--- config.mk ---
export PLATFORM = sky130hd
export DESIGN_NAME = nos_store
export DESIGN_NICKNAME = d
export VERILOG_FILES = /design/src/rtl/nos_pkg.sv /design/src/rtl/nos_match.sv /design/src/rtl/nos_victim.sv /design/src/rtl/nos_lines.sv /design/src/rtl/nos_store.sv
export SDC_FILE = /design/constraint.sdc
export NUM_CORES = 2
export LEC_CHECK = 0
export ABC_CLOCK_PERIOD_IN_PS = 8560
export BUFFER_PORTS_ARGS = -buffer_cell sky130_fd_sc_hd__buf_2
export CORE_MARGIN = 1.5
export CORE_UTILIZATION = 50
export DETAILED_ROUTE_END_ITERATION = 7
export PLACE_DENSITY = 0.66
export SLEW_MARGIN = 20
export SYNTH_ARGS = -nofsm -noshare
export SYNTH_HDL_FRONTEND = slang
export SYNTH_SLANG_ARGS = --single-unit
--- constraint.sdc ---
create_clock -name clk -period 8.56 [get_ports clk]
set_input_delay 1.712 -clock clk [delete_from_list [all_inputs] [get_ports clk]]
set_output_delay 1.712 -clock clk [all_outputs]
set_load 0.005 [all_outputs]
--- src/rtl/nos_pkg.sv ---
package nos_pkg;

  // Miss-handling sequence; the order is the order of the steps.
  typedef enum logic [1:0] {
    ST_IDLE  = 2'd0,
    ST_EVICT = 2'd1,
    ST_FETCH = 2'd2,
    ST_WAIT  = 2'd3
  } nos_state_e;

endpackage

--- src/rtl/nos_match.sv ---
module nos_match #(
  parameter int LINES = 32,
  parameter int AW    = 16,
  parameter int IW    = 5
) (
  input  logic [AW-1:0]    key,
  input  logic [LINES-1:0] valid_vec,
  input  logic [AW-1:0]    tags [LINES],
  output logic [LINES-1:0] match_vec,
  output logic             hit,
  output logic [IW-1:0]    idx
);

  for (genvar g = 0; g < LINES; g++) begin : g_cmp
    assign match_vec[g] = valid_vec[g] && (tags[g] == key);
  end

  // OR-encode: at most one bit is set, so OR of indices is the index.
  always_comb begin
    idx = '0;
    for (int i = 0; i < LINES; i++) begin
      if (match_vec[i]) idx = idx | IW'(i);
    end
  end

  assign hit = |match_vec;

endmodule

--- src/rtl/nos_victim.sv ---
module nos_victim #(
  parameter int LINES = 32,
  parameter int IW    = 5
) (
  input  logic          clk,
  input  logic          rst_n,
  input  logic          advance,
  output logic [IW-1:0] ptr
);

  function automatic logic [IW-1:0] step(input logic [IW-1:0] p);
    return (p == IW'(LINES - 1)) ? '0 : p + 1'b1;
  endfunction

  always_ff @(posedge clk or negedge rst_n) begin
    if (!rst_n)       ptr <= '0;
    else if (advance) ptr <= step(ptr);
  end

endmodule

--- src/rtl/nos_lines.sv ---
module nos_lines #(
  parameter int LINES = 32,
  parameter int AW    = 16,
  parameter int DW    = 32,
  parameter int IW    = 5
) (
  input  logic             clk,
  input  logic             rst_n,
  input  logic             upd_en,
  input  logic [IW-1:0]    upd_idx,
  input  logic [DW-1:0]    upd_data,
  input  logic             fill_en,
  input  logic [IW-1:0]    fill_idx,
  input  logic [AW-1:0]    fill_tag,
  input  logic [DW-1:0]    fill_data,
  input  logic             fill_dirty,
  output logic [LINES-1:0] valid_vec,
  output logic [LINES-1:0] dirty_vec,
  output logic [AW-1:0]    tags [LINES],
  output logic [DW-1:0]    data [LINES]
);

  for (genvar g = 0; g < LINES; g++) begin : g_line
    logic          v_q;
    logic          m_q;
    logic [AW-1:0] t_q;
    logic [DW-1:0] d_q;
    logic          sel_fill;
    logic          sel_upd;

    assign sel_fill = fill_en && (fill_idx == IW'(g));
    assign sel_upd  = upd_en  && (upd_idx  == IW'(g));

    always_ff @(posedge clk or negedge rst_n) begin
      if (!rst_n) begin
        v_q <= 1'b0;
        m_q <= 1'b0;
      end else if (sel_fill) begin
        v_q <= 1'b1;
        m_q <= fill_dirty;
      end else if (sel_upd) begin
        m_q <= 1'b1;
      end
    end

    always_ff @(posedge clk) begin
      if (sel_fill) begin
        t_q <= fill_tag;
        d_q <= fill_data;
      end else if (sel_upd) begin
        d_q <= upd_data;
      end
    end

    assign valid_vec[g] = v_q;
    assign dirty_vec[g] = m_q;
    assign tags[g]      = t_q;
    assign data[g]      = d_q;
  end

endmodule

--- src/rtl/nos_store.sv ---
module nos_store
  import nos_pkg::*;
#(
  parameter int LINES = 32,
  parameter int AW    = 16,
  parameter int DW    = 32
) (
  input  logic            clk,
  input  logic            rst_n,
  input  logic            req_valid,
  output logic            req_ready,
  input  logic            req_write,
  input  logic [AW-1:0]   req_addr,
  input  logic [DW-1:0]   req_wdata,
  input  logic [DW/8-1:0] req_wstrb,
  output logic            rsp_valid,
  output logic            rsp_hit,
  output logic [DW-1:0]   rsp_rdata,
  output logic            mem_req_valid,
  input  logic            mem_req_ready,
  output logic            mem_req_write,
  output logic [AW-1:0]   mem_req_addr,
  output logic [DW-1:0]   mem_req_wdata,
  input  logic            mem_rsp_valid,
  input  logic [DW-1:0]   mem_rsp_rdata
);

  localparam int IW = (LINES > 1) ? $clog2(LINES) : 1;
  localparam int SW = DW / 8;

  function automatic logic [DW-1:0] merge_bytes(input logic [DW-1:0] base,
                                                input logic [DW-1:0] wdat,
                                                input logic [SW-1:0] strb);
    logic [DW-1:0] r;
    r = base;
    for (int b = 0; b < SW; b++) begin
      if (strb[b]) r[b*8 +: 8] = wdat[b*8 +: 8];
    end
    return r;
  endfunction

  nos_state_e state_q;

  logic [LINES-1:0] line_valid;
  logic [LINES-1:0] line_dirty;
  logic [AW-1:0]    line_tags [LINES];
  logic [DW-1:0]    line_data [LINES];

  logic [LINES-1:0] match_vec;
  logic             lk_hit;
  logic [IW-1:0]    lk_idx;
  logic [IW-1:0]    victim_ptr;

  logic            pend_write;
  logic [AW-1:0]   pend_addr;
  logic [DW-1:0]   pend_wdata;
  logic [SW-1:0]   pend_strb;
  logic [IW-1:0]   pend_idx;

  // Named internal events, also watched by the checker.
  logic            accept;
  logic            hit_evt;
  logic            miss_evt;
  logic            install_evt;
  logic            vic_dirty;
  logic [DW-1:0]   hit_value;
  logic [DW-1:0]   fill_value;

  assign req_ready   = (state_q == ST_IDLE);
  assign accept      = req_valid && req_ready;
  assign hit_evt     = accept && lk_hit;
  assign miss_evt    = accept && !lk_hit;
  assign install_evt = (state_q == ST_WAIT) && mem_rsp_valid;
  assign vic_dirty   = line_valid[victim_ptr] && line_dirty[victim_ptr];

  assign hit_value  = req_write ? merge_bytes(line_data[lk_idx], req_wdata, req_wstrb)
                                : line_data[lk_idx];
  assign fill_value = pend_write ? merge_bytes(mem_rsp_rdata, pend_wdata, pend_strb)
                                 : mem_rsp_rdata;

  assign mem_req_valid = (state_q == ST_EVICT) || (state_q == ST_FETCH);
  assign mem_req_write = (state_q == ST_EVICT);
  assign mem_req_addr  = (state_q == ST_EVICT) ? line_tags[pend_idx] : pend_addr;
  assign mem_req_wdata = line_data[pend_idx];

  nos_match #(.LINES(LINES), .AW(AW), .IW(IW)) u_match (
    .key       (req_addr),
    .valid_vec (line_valid),
    .tags      (line_tags),
    .match_vec (match_vec),
    .hit       (lk_hit),
    .idx       (lk_idx)
  );

  nos_victim #(.LINES(LINES), .IW(IW)) u_victim (
    .clk     (clk),
    .rst_n   (rst_n),
    .advance (miss_evt),
    .ptr     (victim_ptr)
  );

  nos_lines #(.LINES(LINES), .AW(AW), .DW(DW), .IW(IW)) u_lines (
    .clk        (clk),
    .rst_n      (rst_n),
    .upd_en     (hit_evt && req_write),
    .upd_idx    (lk_idx),
    .upd_data   (hit_value),
    .fill_en    (install_evt),
    .fill_idx   (pend_idx),
    .fill_tag   (pend_addr),
    .fill_data  (fill_value),
    .fill_dirty (pend_write),
    .valid_vec  (line_valid),
    .dirty_vec  (line_dirty),
    .tags       (line_tags),
    .data       (line_data)
  );

  always_ff @(posedge clk or negedge rst_n) begin
    if (!rst_n) begin
      state_q    <= ST_IDLE;
      pend_write <= 1'b0;
      pend_addr  <= '0;
      pend_wdata <= '0;
      pend_strb  <= '0;
      pend_idx   <= '0;
      rsp_valid  <= 1'b0;
      rsp_hit    <= 1'b0;
      rsp_rdata  <= '0;
    end else begin
      rsp_valid <= 1'b0;
      case (state_q)
        ST_IDLE: begin
          if (hit_evt) begin
            rsp_valid <= 1'b1;
            rsp_hit   <= 1'b1;
            rsp_rdata <= hit_value;
          end else if (miss_evt) begin
            pend_write <= req_write;
            pend_addr  <= req_addr;
            pend_wdata <= req_wdata;
            pend_strb  <= req_wstrb;
            pend_idx   <= victim_ptr;
            state_q    <= vic_dirty ? ST_EVICT : ST_FETCH;
          end
        end
        ST_EVICT: if (mem_req_ready) state_q <= ST_FETCH;
        ST_FETCH: if (mem_req_ready) state_q <= ST_WAIT;
        ST_WAIT: begin
          if (mem_rsp_valid) begin
            rsp_valid <= 1'b1;
            rsp_hit   <= 1'b0;
            rsp_rdata <= fill_value;
            state_q   <= ST_IDLE;
          end
        end
        default: state_q <= ST_IDLE;
      endcase
    end
  end

endmodule

==> summary.md <==
| Metric | Value |
|---|---|
| Status | `completed` |
| Post-synthesis compound-gate area fraction | `11.71%` |
| IR drop worst, VDD | `0.3397 mV` |
| Total CTS buffers | `188` |
| Layout cells sized above 1 | `20.75%` |
| Clk sinks | `1699` |
| Xor/xnor share of the synthesized area | `4.648%` |
| IO Count | `175` |
| Fin. Hold Viols | `0` |
| Critical Path RT | `9.10 ns` |
| P per Cell Area | `259.3 mW/mm^2` |
| WL final | `401600 um` |
| First DRT Iteration DRCs | `14070` |
| WP buf/inv | `4` |
| Adder-cell share of the synthesized area | `0.07797%` |
| RSZ-0062 raised after global routing | `false` |
| Hold slack final | `0.4931 ns` |
| GPL Wtd Cong | `0.9685` |
| Hpwl dp | `242200 um` |
| Dpl ws | `0.4651 ns` |
| CTS tree | `built` |
| FF+latch area | `0.05023 mm^2` |
| Dpl cells | `10080` |
| Area of the multi-input gates | `0.04209 mm^2` |
| Fillers | `15470` |
| Worst Setup SP | `req_addr[10]` |
| Gr usage total | `40.14%` |
| Routed vias/inst | `7.339` |
| Cell Count, Final, Fillers Out | `10450` |
| P_leak | `34.58 nW` |
| First-pass GRT wire length | `553000 um` |
| Layout Utilization | `55.40%` |
| DRT Pass-1 Iters | `7` |
| Dominant synthesized flop cell | `edfxtp_1` |
| Layout area overhead | `9.782%` |
| CP max stage delay | `0.78 ns` |
| R2R depth | `12` |
| Vias in the first global route | `72360` |
| CTS clk-pin slew, worst paths | `0.06 ns` |
| Worst slew pin tran | `1.287 ns` |
| Critical path's top delay family | `simple AND/OR/NAND/NOR gates` |
| Core Box Area | `0.1908 mm^2` |
| Mapped Area | `0.09628 mm^2` |
| Crit-path slowest cell | `o21ai_4` |
| Post-synth ARST share | `9.594%` |
| Multiplexer share of the synthesized area | `16.82%` |
| Die area | `0.1952 mm^2` |
| R2R Path Start | `u_lines.g_line[27].t_q[3]` |
| Worst-path cell chain | `buf_2 -> buf_4 -> xor2_1 -> or4_1 -> or4_1 -> o22ai_1 -> nor3_1 -> and3_1 -> a21oi_2 -> nand3_1 -> nor2_1 -> inv_1 -> o21ai_4 -> buf_4` |
| Antenna viol nets, final | `0` |
| Post CTS Setup Buffer Count | `0` |
| CP endpoint kind | `flop` |
| Final Max Slew Viols | `0` |
| Cells after synthesis | `7942` |
| CTS hold repair buffers | `0` |
| Rows | `160` |
| Critical Path Fanout Max | `14` |
| Root Buffer | `clkbuf_16` |
| Setup CP Type | `in2reg` |
| PostCTS Resize Cnt | `0` |
| DIE WIDTH | `441.8 um` |
| Tcrit/Tclk final | `87.35%` |
| Top achievable clock speed | `133.7 MHz` |
| Sequential area share after synthesis | `52.14%` |
| Syn_nets | `8038` |
| Skew-Pair Late Insertion Delay | `0.89 ns` |
| Initial antenna violation count | `21` |
| DR WL/cell | `38.43 um` |
| Reg-to-reg endpoint | `u_lines.g_line[3].d_q[2]` |
| H-tree level count | `4` |
| Syn avg cell area | `12.12 um^2` |
| Unique masters post-synth | `83` |
| Setup Viol. Count Final | `0` |
| #FFs+latches synth | `1699` |
| Setup crit start kind | `primary input` |
| Hold Path Class | `reg2reg` |
| Via count | `76690` |
| Slew HR | `14.19%` |
| Layout net count | `7854` |
| Residual DRC | `0` |
| YS warnings | `0` |
| Min Tclk post-route | `7.477 ns` |
| Synth Area in Simple Gates | `9.627%` |
| Setup TNS | `0 ns` |
| Setup ws final | `1.083 ns` |
| Clock skew | `0.04803 ns` |
| Worst setup endpoint | `u_lines.g_line[3].d_q[2]` |
| CP Depth | `14` |
| Largest net degree at the start of global routing | `141` |
| Main combinational cell family by area after synthesis | `multiplexers` |
| Initial core utilization | `50.47%` |
| R2r setup slk | `2.18 ns` |
| IO Port Bufs | `174` |
| CTS max path bufs | `3` |
| Die H | `441.8 um` |
| GR Overflow Total | `0` |
| Max Cap Viol | `0` |
| Crit path DAT | `8.02 ns` |
| Post-synth EDFFs | `1536` |
-- where the power goes --
group / leakage, nW / internal (mW) / switching, mW / total [mW]
Sequential: 15.8 / 9.87 / 0.691 / 10.6
Combinational: 15.7 / 3.26 / 5.34 / 8.61
Clock: 3.00 / 4.60 / 3.64 / 8.24
-- cell type report --
class,instances,share of cell area [%]
Timing Repair Buffer,478,3.662
Clock inverter,94,0.9032
Multi-Input combinational cell,5343,39.82
Clock buffer,259,4.903
Inverter,48,0.1728
Antenna cell,18,0.04261
Sequential cell,1699,47.52
Tap cell,2511,2.972
-- cells in the final DEF, fill, tap and decap left out, types with 84 or more instances in the layout --
| cell type | instances |
|---|---|
| a21oi_1 | 262 |
| a21oi_2 | 94 |
| a22oi_1 | 87 |
| a31oi_1 | 767 |
| buf_2 | 173 |
| buf_4 | 248 |
| clkbuf_16 | 189 |
| dfrtp_1 | 150 |
| edfxtp_1 | 1536 |
| mux2_2 | 123 |
| mux2i_1 | 400 |
| mux4_2 | 480 |
| nand2_1 | 149 |
| nand4_1 | 84 |
| nor2_1 | 1442 |
| o22ai_1 | 98 |
| xnor2_1 | 297 |
| xor2_1 | 214 |
-- routing by layer --
layer / share of wire (%) / routed length [um] / GRT usage (%) / up-vias
met4: 7.5 / 29940 / 23.85 / 16
met5: 0.11 / 443 / 1.319 / -
met2: 41 / 165500 / 56.68 / 7126
li1: - / - / - / 30110
met1: 35 / 139500 / 52.53 / 37860
met3: 17 / 66300 / 15.08 / 1586
-- flip-flops by register name, summed over array words and instances (netlist names) --
signal	count
state_q	2
pend_addr	16
u_victim.ptr	5
rsp_valid	1
u_lines.g_line.v_q	32
pend_wdata	32
pend_idx	5
pend_strb	4
rsp_rdata	32
u_lines.g_line.t_q	512
u_lines.g_line.m_q	32
u_lines.g_line.d_q	1024
rsp_hit	1
pend_write	1
-- Yosys cell counts, types with 56 or more instances --
cell      instances  area share [%]
a21oi_1         264             1.4
a21oi_2          93            0.85
a22oi_1          87            0.68
a31oi_1         767             5.0
buf_1            56            0.22
buf_2            69            0.36
buf_4           136             1.1
buf_6            57            0.67
clkbuf_1        475             1.9
dfrtp_1         163             4.2
edfxtp_1       1536              48
mux2_2          123             1.4
mux2i_1         400             4.2
mux4_2          480              11
nand2_1         190            0.74
nand3_1          89            0.46
nand4_1          84            0.55
nor2_1         1445             5.6
nor3_1           60            0.31
nor4_1           64            0.42
o21ai_0         104            0.54
o22a_1           83            0.75
o22ai_1          98            0.64
xnor2_1         297             2.7
xor2_1          214             1.9
-- cells by family after synthesis --
family	Yosys count
simple gates	2134
flops	1699
compound gates	1689
mux	1003
buf+inv	900
fa+ha+maj	6
xor+xnor	511
-- stage by stage --
stage / cell area (um^2) / power (mW)
6_report: 105700 / 27.41
5_1_grt: 105700 / 27.88
4_1_cts: 105600 / 27.06
3_5_place_dp: 99430 / 18.99
3_3_place_gp: 99420 / 18.89
2_1_floorplan: 96280 / 15.59
-- worst min path at each step --
stage | startpoint | end | slack (ns) | cells after the start
after floorplan | u_lines.g_line[28].v_q | u_lines.g_line[28].v_q | 0.45 | 2
after global placement | u_lines.g_line[22].m_q | u_lines.g_line[22].m_q | 0.47 | 1
after detailed placement | u_lines.g_line[22].m_q | u_lines.g_line[22].m_q | 0.48 | 1
after CTS | u_lines.g_line[17].m_q | u_lines.g_line[17].m_q | 0.49 | 1
after global routing | u_lines.g_line[17].m_q | u_lines.g_line[17].m_q | 0.50 | 1
final | u_lines.g_line[17].m_q | u_lines.g_line[17].m_q | 0.49 | 1
Power figures use the tool's default switching activity.
